File: config.mk
export PLATFORM = sky130hd
export DESIGN_NAME = usb_bit_rx
export DESIGN_NICKNAME = d
export VERILOG_FILES = /design/src/rtl/usb_rx_pkg.sv /design/src/rtl/usb_rx_sync_hunt.sv /design/src/rtl/usb_rx_destuff.sv /design/src/rtl/usb_rx_byte_pack.sv /design/src/rtl/usb_bit_rx.sv
export SDC_FILE = /design/constraint.sdc
export NUM_CORES = 1
export LEC_CHECK = 0
export BUFFER_PORTS_ARGS = -buffer_cell sky130_fd_sc_hd__clkbuf_2
export CELL_PAD_IN_SITES_DETAIL_PLACEMENT = 1
export CELL_PAD_IN_SITES_GLOBAL_PLACEMENT = 1
export CORE_UTILIZATION = 40
export CTS_BUF_LIST = sky130_fd_sc_hd__clkbuf_8
export DETAILED_ROUTE_END_ITERATION = 6
export PLACE_DENSITY = 0.78
export SKIP_CTS_REPAIR_TIMING = 1
export SLEW_MARGIN = 20
export SYNTH_ARGS = -nofsm -noshare
export SYNTH_HDL_FRONTEND = slang
export SYNTH_SLANG_ARGS = --single-unit
export TNS_END_PERCENT = 5
File: constraint.sdc
create_clock -name clk -period 2.2 [get_ports clk]
set_input_delay 0.44 -clock clk [delete_from_list [all_inputs] [get_ports clk]]
set_output_delay 0.44 -clock clk [all_outputs]
set_load 0.01 [all_outputs]
File: src/rtl/usb_rx_pkg.sv
package usb_rx_pkg;

    // Line state codes, {D+, D-}
    typedef enum logic [1:0] {
        LN_SE0 = 2'b00,
        LN_K   = 2'b01,
        LN_J   = 2'b10,
        LN_SE1 = 2'b11
    } line_e;

    // Synchronization pattern length and shape, oldest sample in the MSB,
    // a K sample is 1 and a J sample is 0: K J K J K J K K
    localparam int SYNC_LEN = 8;
    localparam logic [SYNC_LEN-1:0] SYNC_PAT = 8'b1010_1011;

    typedef enum logic [0:0] {
        ST_HUNT = 1'b0,
        ST_DATA = 1'b1
    } rx_state_e;

endpackage

File: src/rtl/usb_rx_sync_hunt.sv
module usb_rx_sync_hunt
    import usb_rx_pkg::*;
(
    input  logic  clk,
    input  logic  rst_n,
    input  logic  enable_i,
    input  logic  strobe_i,
    input  line_e line_i,
    output logic  hit_o
);
    localparam int HW = SYNC_LEN - 1;
    localparam int FW = $clog2(SYNC_LEN);
    localparam logic [FW-1:0] FULL = FW'(HW);

    typedef struct packed {
        logic [HW-1:0] hist;
        logic [FW-1:0] fill;
    } hunt_t;

    hunt_t hunt_d, hunt_q;
    logic  is_k, is_lvl;

    always_comb begin
        is_k   = (line_i == LN_K);
        is_lvl = (line_i == LN_K) || (line_i == LN_J);
        hit_o  = enable_i && strobe_i && is_lvl && (hunt_q.fill == FULL)
                 && ({hunt_q.hist, is_k} == SYNC_PAT);

        hunt_d = hunt_q;
        if (!enable_i || hit_o) begin
            hunt_d = '0;
        end else if (strobe_i) begin
            if (!is_lvl) begin
                hunt_d = '0;
            end else begin
                hunt_d.hist = {hunt_q.hist[HW-2:0], is_k};
                if (hunt_q.fill != FULL) begin
                    hunt_d.fill = hunt_q.fill + 1'b1;
                end
            end
        end
    end

    always_ff @(posedge clk or negedge rst_n) begin
        if (!rst_n) begin
            hunt_q <= '0;
        end else begin
            hunt_q <= hunt_d;
        end
    end

endmodule

File: src/rtl/usb_rx_destuff.sv
module usb_rx_destuff #(
    parameter int MAX_RUN = 6
) (
    input  logic clk,
    input  logic rst_n,
    input  logic restart_i,
    input  logic step_i,
    input  logic bit_i,
    output logic drop_o,
    output logic viol_o
);
    localparam int CW = $clog2(MAX_RUN + 1);
    localparam logic [CW-1:0] LIMIT = CW'(MAX_RUN);

    typedef struct packed {
        logic [CW-1:0] run;
    } run_t;

    run_t run_d, run_q;
    logic at_limit;

    always_comb begin
        at_limit = (run_q.run == LIMIT);
        drop_o   = at_limit && !bit_i;
        viol_o   = at_limit && bit_i;

        run_d = run_q;
        if (restart_i) begin
            // The closing K of the sync pattern is the first 1 of a run
            run_d.run = CW'(1);
        end else if (step_i) begin
            if (at_limit || !bit_i) begin
                run_d.run = '0;
            end else begin
                run_d.run = run_q.run + 1'b1;
            end
        end
    end

    always_ff @(posedge clk or negedge rst_n) begin
        if (!rst_n) begin
            run_q <= '0;
        end else begin
            run_q <= run_d;
        end
    end

endmodule

File: src/rtl/usb_rx_byte_pack.sv
module usb_rx_byte_pack #(
    parameter int BYTE_W = 8
) (
    input  logic              clk,
    input  logic              rst_n,
    input  logic              clear_i,
    input  logic              push_i,
    input  logic              bit_i,
    output logic              done_o,
    output logic              partial_o,
    output logic [BYTE_W-1:0] byte_o
);
    localparam int CW = $clog2(BYTE_W);
    localparam logic [CW-1:0] LAST = CW'(BYTE_W - 1);

    typedef struct packed {
        logic [BYTE_W-1:0] sh;
        logic [CW-1:0]     cnt;
    } pack_t;

    pack_t pk_d, pk_q;

    always_comb begin
        // Shift right so the first bit received ends in bit 0
        byte_o    = {bit_i, pk_q.sh[BYTE_W-1:1]};
        done_o    = (pk_q.cnt == LAST);
        partial_o = (pk_q.cnt != '0);

        pk_d = pk_q;
        if (clear_i) begin
            pk_d = '0;
        end else if (push_i) begin
            pk_d.sh = byte_o;
            if (done_o) begin
                pk_d.cnt = '0;
            end else begin
                pk_d.cnt = pk_q.cnt + 1'b1;
            end
        end
    end

    always_ff @(posedge clk or negedge rst_n) begin
        if (!rst_n) begin
            pk_q <= '0;
        end else begin
            pk_q <= pk_d;
        end
    end

endmodule

File: src/rtl/usb_bit_rx.sv
module usb_bit_rx
    import usb_rx_pkg::*;
#(
    parameter int BYTE_W  = 8,
    parameter int MAX_RUN = 6
) (
    input  logic              clk,
    input  logic              rst_n,
    input  logic              bit_en_i,
    input  logic [1:0]        line_i,
    output logic [BYTE_W-1:0] byte_o,
    output logic              valid_o,
    output logic              sop_o,
    output logic              eop_o,
    output logic              err_o
);
    typedef struct packed {
        rx_state_e         state;
        logic              prev_k;
        logic              se0_seen;
        logic              first;
        logic [BYTE_W-1:0] data;
        logic              valid;
        logic              sop;
        logic              eop;
        logic              err;
    } rx_t;

    rx_t rx_d, rx_q;

    line_e             line_s;
    logic              hunting;
    logic              sync_hit;
    logic              dbit;
    logic              step;
    logic              push;
    logic              drop;
    logic              viol;
    logic              done;
    logic              partial;
    logic [BYTE_W-1:0] packed_byte;

    assign line_s  = line_e'(line_i);
    assign hunting = (rx_q.state == ST_HUNT);

    usb_rx_sync_hunt i_hunt (
        .clk      (clk),
        .rst_n    (rst_n),
        .enable_i (hunting),
        .strobe_i (bit_en_i),
        .line_i   (line_s),
        .hit_o    (sync_hit)
    );

    usb_rx_destuff #(
        .MAX_RUN (MAX_RUN)
    ) i_destuff (
        .clk       (clk),
        .rst_n     (rst_n),
        .restart_i (hunting),
        .step_i    (step),
        .bit_i     (dbit),
        .drop_o    (drop),
        .viol_o    (viol)
    );

    usb_rx_byte_pack #(
        .BYTE_W (BYTE_W)
    ) i_pack (
        .clk       (clk),
        .rst_n     (rst_n),
        .clear_i   (hunting),
        .push_i    (push),
        .bit_i     (dbit),
        .done_o    (done),
        .partial_o (partial),
        .byte_o    (packed_byte)
    );

    always_comb begin
        // NRZI: same level as the last bit time decodes as 1
        dbit = ((line_s == LN_K) == rx_q.prev_k);
        step = 1'b0;
        push = 1'b0;

        rx_d       = rx_q;
        rx_d.valid = 1'b0;
        rx_d.sop   = 1'b0;
        rx_d.eop   = 1'b0;
        rx_d.err   = 1'b0;

        unique case (rx_q.state)
            ST_HUNT: begin
                if (sync_hit) begin
                    rx_d.state    = ST_DATA;
                    rx_d.prev_k   = 1'b1;
                    rx_d.se0_seen = 1'b0;
                    rx_d.first    = 1'b1;
                end
            end
            ST_DATA: begin
                if (bit_en_i) begin
                    if (line_s == LN_SE1) begin
                        rx_d.err   = 1'b1;
                        rx_d.state = ST_HUNT;
                    end else if (line_s == LN_SE0) begin
                        if (rx_q.se0_seen) begin
                            rx_d.eop   = 1'b1;
                            rx_d.err   = partial;
                            rx_d.state = ST_HUNT;
                        end else begin
                            rx_d.se0_seen = 1'b1;
                        end
                    end else if (rx_q.se0_seen) begin
                        rx_d.err   = 1'b1;
                        rx_d.state = ST_HUNT;
                    end else begin
                        step        = 1'b1;
                        rx_d.prev_k = (line_s == LN_K);
                        if (viol) begin
                            rx_d.err   = 1'b1;
                            rx_d.state = ST_HUNT;
                        end else if (!drop) begin
                            push = 1'b1;
                            if (done) begin
                                rx_d.data  = packed_byte;
                                rx_d.valid = 1'b1;
                                rx_d.sop   = rx_q.first;
                                rx_d.first = 1'b0;
                            end
                        end
                    end
                end
            end
            default: rx_d.state = ST_HUNT;
        endcase
    end

    always_ff @(posedge clk or negedge rst_n) begin
        if (!rst_n) begin
            rx_q <= '0;
        end else begin
            rx_q <= rx_d;
        end
    end

    assign byte_o  = rx_q.data;
    assign valid_o = rx_q.valid;
    assign sop_o   = rx_q.sop;
    assign eop_o   = rx_q.eop;
    assign err_o   = rx_q.err;

endmodule

==> impl_metrics.tcl, run 1 <==
set metrics [dict create \
    yosys.area_share.simple 0.169 \
    hold_path.class "input pin to async pin" \
    cp_num_buf_inv 1 \
    fin_crit_ns 1.92 \
    clkPwrFrac 0.351 \
    fin_nets 225 \
    slew_headroom 0.674 \
    synth_common_cells "dfrtp_1, a21oi_1, nand2_1, nand3_1, o21ai_0" \
    drv_cap 0 \
    min_period_over_period 0.874 \
    critPathTopFamily "simple AND/OR/NAND/NOR gates" \
    die_x_um 71.8 \
    synth_most_common_cell "dfrtp_1" \
    finalWirelength_um 4140 \
    irDropWorstVdd_mv 0.366 \
    endpoint_kind "flop" \
    synth_seq_area_share 0.501 \
    synth_edf_count 0 \
    startpoint_type "flop" \
    crit_path_cell_trace "or4b_1 > buf_4 > or4_1 > a21oi_1" \
    numPortBuffers 16 \
    cts_buffers 5 \
    p_leak_uw 0.00103 \
    avgSynthCellArea_sq_um 10.3 \
    p_comb_frac 0.167 \
    synthTopCellsByArea "dfrtp_1, ha_1, a21oi_1" \
    arrival_ns 2.15 \
    grt_max_degree 40 \
    design_area_sq_um 2230 \
    worstPathMaxFanout 16 \
    rsz0062_at_grt "no" \
    yosys_warnings 0 \
    synth-seq-cells 39 \
    num_vias 1435 \
    track_usage 0.188 \
    synth_xor_xnor_area_share 0.00449 \
    drt-initial-drc-count 89 \
    switching_power_uw 504 \
    antenna_cells 0 \
    clkLatencyLatePin_ns 0.30 \
    synth_cells 190 \
    cp_slowest_cell "or4b_1" \
    synth_nets 207 \
    async_reset_ff_frac 1.00 \
    yosysTopAreaCell "dfrtp_1" \
    hold_viol 0 \
    ant_nets 0 \
    critPathKind "flop to flop" \
    p_per_area_nw_per_um2 774 \
    die_h_um 71.8 \
    yosys.cell_types.count 36 \
    intPower_uw 1220 \
    antenna_found_initial 0 \
    fin_skew_ns 0.0104 \
    fmax_mhz 520 \
    gp_congestion 0.731 \
    setup_tns_ns 0 \
    critPathMaxStageDelay_ns 0.61 \
    drt-wirelength-per-cell_um 15.7 \
    start_util 0.415 \
    setup_viol 0 \
    overflow 0 \
    drive_gt1_frac 0.230 \
    pre_cts_slack_ns -0.0508 \
    clock-sinks 39 \
    grt_pass1_vias 1497 \
    synth_top_cell_area_share 0.501 \
    seqPwrFrac 0.482 \
    drt_pass1_iterations 4 \
    critPathRequiredTime_ns 2.42 \
    htree_levels 2 \
    io_pins 17 \
    postPlaceCellArea_sq_um 2110 \
    final_core_util 0.474 \
    maxSlewViolCount 0 \
    max_slew.worst_pin.slew_ns 0.489 \
    viasPerCell 5.46 \
    synth_adder_area_share 0.0770 \
    drc 0 \
    switching_share 0.293 \
    synth_compound_area_frac 0.130 \
    coreArea_sq_um 4690 \
    nFillCells 548 \
    post-dp-hpwl_um 2790 \
    clock-root-buffer "clkbuf_8" \
    fin_ws_ns 0.277 \
    syn_area_sq_um 1950 \
    outcome "complete, no violations" \
    dieArea_sq_um 5160 \
    muxShareOfSynthArea 0.0507 \
    grt_first_pass_wirelength_um 7330 \
    syn_to_final_growth_pct 14.2 \
    p_total_uw 1720 \
    clk_path_buf_depth 2 \
    path_clk_slew_ns 0.08 \
    rows 25 \
    cts_tree "yes" \
    synth_top_family_by_area "simple AND/OR/NAND/NOR gates" \
    ys.flop_type "dfrtp_1" \
]
state kept, by name (all words and copies together) (netlist names):
name             count
valid_o              1
i_pack.pk_q          3
byte_o               8
i_hunt.hunt_q       10
rx_q                 4
i_pack.byte_o        7
sop_o                1
err_o                1
i_destuff.run_q      3
eop_o                1
placed cells by master, fill, tap and decap left out, drive strengths merged:
master / instances
or3: 1
nor3: 3
nor2: 2
o31a: 1
o22a: 1
nand2: 16
o21ai: 15
nand4b: 1
nor3b: 2
or4: 2
dfrtp: 39
bufinv: 1
nand3b: 1
clkinv: 3
nor4: 1
nor4b: 1
a31o: 1
and4bb: 1
buf: 13
o41ai: 2
ha: 12
inv: 8
clkbuf: 21
a2bb2oi: 1
nand3: 16
mux2: 7
o21a: 1
and3b: 2
a21oi: 22
xor2: 1
or4b: 2
and2: 6
o31ai: 1
mux2i: 2
per-layer routing:
layer	global-route usage	up-vias	part of all wire
met1	0.252	713	0.47
met5	0	-	0
met4	0.0719	0	0.017
li1	-	698	-
met2	0.298	19	0.48
met3	0.0450	5	0.029
cells by family after synthesis:
kind of cell / count (synthesis)
xor gates and xnor gates: 1
buffers and inverters: 27
and+or+nand+nor: 57
muxes: 9
DFF: 39
adders and majority gates: 12
AOI/OAI and AO/OA: 45
power groups by stage:
stage / logic (uW) / clock network [uW] / registers, uW
after floorplan: 199 / 0 / 816
after global placement: 283 / 0 / 840
after detailed placement: 290 / 0 / 845
after CTS: 293 / 627 / 831
after global routing: 323 / 654 / 842
final: 288 / 605 / 830
worst paths after layout:
check | startpoint | to | slack, ns | cells past startpoint
max | rx_q[13]$_DFFE_PN0P_ | i_destuff.run_q[1]$_DFFE_PN0P_ | 0.28 | 4
min | rst_n | byte_o[1]$_DFFE_PN0P_ | 0.18 | 2
max reg2reg | rx_q[13]$_DFFE_PN0P_ | i_destuff.run_q[1]$_DFFE_PN0P_ | 0.28 | 4
min reg2reg | i_pack.byte_o[0]$_DFFE_PN0P_ | byte_o[0]$_DFFE_PN0P_ | 0.51 | 1
max in group asynchronous | rst_n | i_pack.pk_q[2]$_DFFE_PN0P_ | 1.66 | 2
min in group clk | i_pack.byte_o[0]$_DFFE_PN0P_ | byte_o[0]$_DFFE_PN0P_ | 0.51 | 1
layout make-up:
class / instances / area [sq um] / share of cell area
flip-flops and latches: 39 / 976 / 0.438
multi-input cells: 124 / 846 / 0.380
well taps: 54 / 67.6 / 0.0304
repair buffers: 29 / 190 / 0.0854
clock inverters: 3 / 43.8 / 0.0197
clock buffers: 5 / 68.8 / 0.0309
inverters: 9 / 33.8 / 0.0152
per-stage QoR:
stage | instances | hold slack [ns]
after floorplan | 190 | 0.144
after global placement | 255 | 0.490
after detailed placement | 255 | 0.497
after CTS | 263 | 0.199
after global routing | 263 | 0.228
final | 263 | 0.183
Note: power is estimated with default switching activity, not from simulation.
==> inputs of run 2 (changes only) <==
--- a/config.mk
+++ b/config.mk
@@ -10,2 +10,3 @@
 export CELL_PAD_IN_SITES_GLOBAL_PLACEMENT = 1
+export CORE_MARGIN = 2
 export CORE_UTILIZATION = 40
--- a/constraint.sdc
+++ b/constraint.sdc
@@ -3,2 +3,2 @@
 set_output_delay 0.44 -clock clk [all_outputs]
-set_load 0.01 [all_outputs]
+set_load 0.005 [all_outputs]
==> impl_metrics.tcl, run 2 (synthesized netlist as in run 1, its figures left out) <==
set metrics [dict create \
    finalWirelength_um 4020 \
    hold_path.class "input pin to async pin" \
    cp_slowest_cell "or4_1" \
    grt_pass1_vias 1460 \
    num_vias 1438 \
    post-dp-hpwl_um 2740 \
    drive_gt1_frac 0.230 \
    fin_skew_ns 0.00699 \
    startpoint_type "flop" \
    hold_ws_ns 0.193 \
    drc 0 \
    track_usage 0.165 \
    rows 25 \
    rsz0062_at_grt "no" \
    critPathKind "flop to flop" \
    p_comb_frac 0.166 \
    nFillCells 520 \
    final_common_cell "dfrtp_1" \
    fin_crit_ns 1.92 \
    start_util 0.413 \
    fin_ws_ns 0.282 \
    antenna_found_initial 0 \
    drt-wirelength-per-cell_um 14.6 \
    min_period_over_period 0.872 \
    slew_headroom 0.661 \
    die_x_um 73.8 \
    setup_tns_ns 0 \
    maxSlewViolCount 0 \
    largest_reg_flops 10 \
    io_pins 17 \
    dieArea_sq_um 5450 \
    outcome "complete, no violations" \
    clkPwrFrac 0.357 \
    cts_buffers 5 \
    crit_path_cell_trace "inv_1 > ha_1 > and2_0 > buf_4 > or4_1 > a21oi_1" \
    die_h_um 73.8 \
    endpoint_kind "flop" \
    dpl.cell_count 268 \
    final_cells 276 \
    syn_to_final_growth_pct 15.3 \
    clk_path_buf_depth 2 \
    drt-initial-drc-count 93 \
    clock-sinks 39 \
    final_cell_mix "dfrtp_1, a21oi_1, nand2_1, nand3_1, clkbuf_2" \
    antenna_cells 0 \
    arrival_ns 2.13 \
    intPower_uw 1250 \
    drt_pass1_iterations 4 \
    fmax_mhz 521 \
    overflow 0 \
    coreArea_sq_um 4720 \
    path_clk_slew_ns 0.08 \
    fin_nets 225 \
    gp_congestion 0.729 \
    switching_power_uw 489 \
    p_per_area_nw_per_um2 773 \
    largest-register "i_hunt.hunt_q" \
    htree_levels 2 \
    critPathMaxStageDelay_ns 0.46 \
    clock-root-buffer "clkbuf_8" \
    p_leak_uw 0.00103 \
    cts_tree "yes" \
    grt_first_pass_wirelength_um 6930 \
    pre_cts_slack_ns -0.0190 \
    worstPathMaxFanout 8 \
    setup_viol 0 \
    drv_cap 0 \
    switching_share 0.281 \
    clkLatencyLatePin_ns 0.29 \
    hold_viol 0 \
    seqPwrFrac 0.477 \
    viasPerCell 5.21 \
    irDropWorstVdd_mv 0.424 \
    critPathRequiredTime_ns 2.41 \
    grt_max_degree 40 \
    max_slew.worst_pin.slew_ns 0.507 \
    ant_nets 0 \
    numPortBuffers 16 \
]
[run 2: cell count changes in the layout (fill, tap and decap cells not counted), sizes merged]
cell,previous run,this run
clkbuf,21,22
clkinv,3,2
[run 2: worst paths after layout]
kind	from	end	slack [ns]	cells after the start
hold / removal	rst_n	i_pack.byte_o[2]$_DFFE_PN0P_	0.19	2
setup / recovery	i_destuff.run_q[0]$_DFFE_PN0P_	i_destuff.run_q[1]$_DFFE_PN0P_	0.28	6
max in group asynchronous	rst_n	i_pack.pk_q[2]$_DFFE_PN0P_	1.66	2
hold reg to reg	byte_o[6]$_DFFE_PN0P_	byte_o[6]$_DFFE_PN0P_	0.51	1
min in group clk	byte_o[6]$_DFFE_PN0P_	byte_o[6]$_DFFE_PN0P_	0.51	1
setup reg to reg	i_destuff.run_q[0]$_DFFE_PN0P_	i_destuff.run_q[1]$_DFFE_PN0P_	0.28	6
[run 2: critical path: cells and delay by family, from the launching register on]
kind,cells,cell delay (ns)
and+or+nand+nor,2,0.77
DFF,1,0.40
buffers and inverters,2,0.29
AOI/OAI and AO/OA,1,0.15
adders and majority gates,1,0.22
[run 2: cell type report]
cell class,count,area (sq um),share of cell area
Clock buffer,6,82.6,0.0367
Clock inverter,2,35.0,0.0156
Inverter,9,33.8,0.0150
Multi-Input combinational cell,124,846,0.376
Sequential cell,39,976,0.434
Tap cell,67,83.8,0.0373
Timing Repair Buffer,29,190,0.0846
[run 2: power by group through the flow]
stage	combinational (uW)	clock [uW]	sequential (uW)
detailed placement	289	0	843
finish	288	621	829
global placement	283	0	841
floorplan	199	0	815
CTS	294	629	830
global route	326	664	838
[run 2: per-layer routing]
metal  track usage  vias to the layer above  routed length, um
li1              -                      696                  -
met1         0.221                      721               1940
met2         0.265                       15               1950
met3        0.0398                        6                 89
met4        0.0505                        0                 40
met5             0                        -                  0
[run 2: through the flow]
stage / utilization / power, uW / instance area, sq um
global placement: 0.451 / 1120 / 2130
CTS: 0.476 / 1750 / 2250
global route: 0.476 / 1830 / 2250
finish: 0.476 / 1740 / 2250
detailed placement: 0.451 / 1130 / 2130
floorplan: - / 1010 / 1950
==> inputs of run 3 (changes only) <==
REMOVE_ABC_BUFFERS = 1   (was unset)
==> impl_metrics.tcl, run 3 (synthesized netlist as in run 1, its figures left out) <==
set metrics [dict create \
    outcome "complete, no violations" \
    min_period_over_period 0.887 \
    nFillCells 537 \
    reg2regPathDepth 4 \
    final_common_cell "dfrtp_1" \
    intPower_uw 1100 \
    drv_cap 0 \
    critPathRequiredTime_ns 2.42 \
    switching_share 0.314 \
    num_vias 1439 \
    setup_tns_ns 0 \
    arrival_ns 2.17 \
    fin_ws_ns 0.248 \
    die_x_um 73.8 \
    drt-initial-drc-count 102 \
    fin_nets 224 \
    irDropWorstVdd_mv 0.370 \
    p_leak_uw 0.00101 \
    clkLatencyLatePin_ns 0.29 \
    hold_viol 0 \
    die_h_um 73.8 \
    numPortBuffers 16 \
    cts_buffers 5 \
    path_clk_slew_ns 0.08 \
    drc 0 \
    critPathKind "input pin to flop" \
    clkPwrFrac 0.300 \
    ant_nets 0 \
    grt_pass1_vias 1552 \
    final_cells 275 \
    maxSlewViolCount 0 \
    grt_max_degree 40 \
    clock-root-buffer "clkbuf_8" \
    overflow 0 \
    antenna_cells 0 \
    largest_reg_flops 10 \
    dieArea_sq_um 5450 \
    pre_cts_slack_ns -0.0713 \
    hold_path.class "input pin to async pin" \
    fmax_mhz 512 \
    rsz0062_at_grt "no" \
    seq_area_sq_um 976 \
    fin_skew_ns 0.00895 \
    r2r-end "i_destuff.run_q[1]$_DFFE_PN0P_" \
    switching_power_uw 505 \
    worstPathMaxFanout 16 \
    p_comb_frac 0.184 \
    start_util 0.413 \
    htree_levels 2 \
    syn_to_final_growth_pct 13.4 \
    endpoint_kind "flop" \
    gp_congestion 0.753 \
    coreArea_sq_um 4720 \
    max_slew.worst_pin.slew_ns 0.497 \
    drive_gt1_frac 0.226 \
    largest-register "i_hunt.hunt_q" \
    startpoint_type "input pin" \
    post-dp-hpwl_um 2950 \
    grt_first_pass_wirelength_um 7390 \
    finalWirelength_um 4220 \
    clock-sinks 39 \
    viasPerCell 5.23 \
    p_per_area_nw_per_um2 727 \
    seqPwrFrac 0.516 \
    fin_crit_ns 1.95 \
    cts_tree "yes" \
    drt-wirelength-per-cell_um 15.3 \
    track_usage 0.178 \
    rows 25 \
    multi_input_area_sq_um 846 \
    io_pins 17 \
    setup_viol 0 \
    antenna_found_initial 0 \
    slew_headroom 0.667 \
    drt_pass1_iterations 4 \
    worstReg2RegStart "rx_q[13]$_DFFE_PN0P_" \
    final_cell_mix "dfrtp_1, a21oi_1, nand2_1, nand3_1, clkbuf_2" \
    clk_path_buf_depth 2 \
    dpl.cell_count 267 \
    reg2reg_slack_ns 0.27 \
]
run 3: cell types whose count changed in the layout (fill, tap and decap cells not counted):
cell,delta
bufinv_16,-1
clkbuf_8,-1
buf_4,-1
clkinvlp_4,+2
run 3: final cells by class:
| cell class | count | share of cell area |
|---|---|---|
| Timing Repair Buffer | 28 | 0.0826 |
| Multi-Input combinational cell | 124 | 0.383 |
| Inverter | 9 | 0.0153 |
| Clock buffer | 5 | 0.0311 |
| Clock inverter | 3 | 0.00905 |
| Sequential cell | 39 | 0.441 |
| Tap cell | 67 | 0.0379 |
run 3: metrics by stage:
| step | utilization | instance area (sq um) | hold WS, ns | power (uW) |
|---|---|---|---|---|
| after global routing | 0.468 | 2210 | 0.235 | 1690 |
| after detailed placement | 0.449 | 2120 | 0.495 | 1140 |
| after global placement | 0.449 | 2120 | 0.490 | 1120 |
| after CTS | 0.468 | 2210 | 0.204 | 1620 |
| after floorplan | - | 1850 | 0.144 | 996 |
| final | 0.468 | 2210 | 0.195 | 1610 |
run 3: how the worst max path moves through the flow:
stage,start,slack [ns],end
final,line_i[0],0.25,i_destuff.run_q[1]$_DFFE_PN0P_
after floorplan,line_i[0],-0.12,i_destuff.run_q[2]$_DFFE_PN0P_
after global routing,line_i[0],0.16,i_destuff.run_q[0]$_DFFE_PN0P_
after global placement,line_i[0],0.02,i_destuff.run_q[1]$_DFFE_PN0P_
after detailed placement,line_i[0],-0.07,i_destuff.run_q[1]$_DFFE_PN0P_
after CTS,line_i[0],0.24,i_destuff.run_q[1]$_DFFE_PN0P_
run 3: critical path: stages:
cell,delay [ns]
clkbuf_2,0.11
ha_1,0.22
or4b_1,0.62
buf_4,0.23
or4_1,0.40
a21oi_1,0.15
run 3: power by group through the flow:
stage / logic [uW] / registers, uW / clock network [uW]
6_report: 296 / 829 / 482
4_1_cts: 299 / 828 / 492
3_3_place_gp: 282 / 838 / 0
5_1_grt: 329 / 837 / 520
2_1_floorplan: 172 / 824 / 0
3_5_place_dp: 297 / 841 / 0
run 3: metal layers:
metal / part of all wire / vias to the layer above / track usage
met3: 0.019 / 7 / 0.0370
met4: 0.0092 / 0 / 0.0485
met5: 0 / - / 0
met2: 0.49 / 15 / 0.309
met1: 0.48 / 723 / 0.224
li1: - / 694 / -
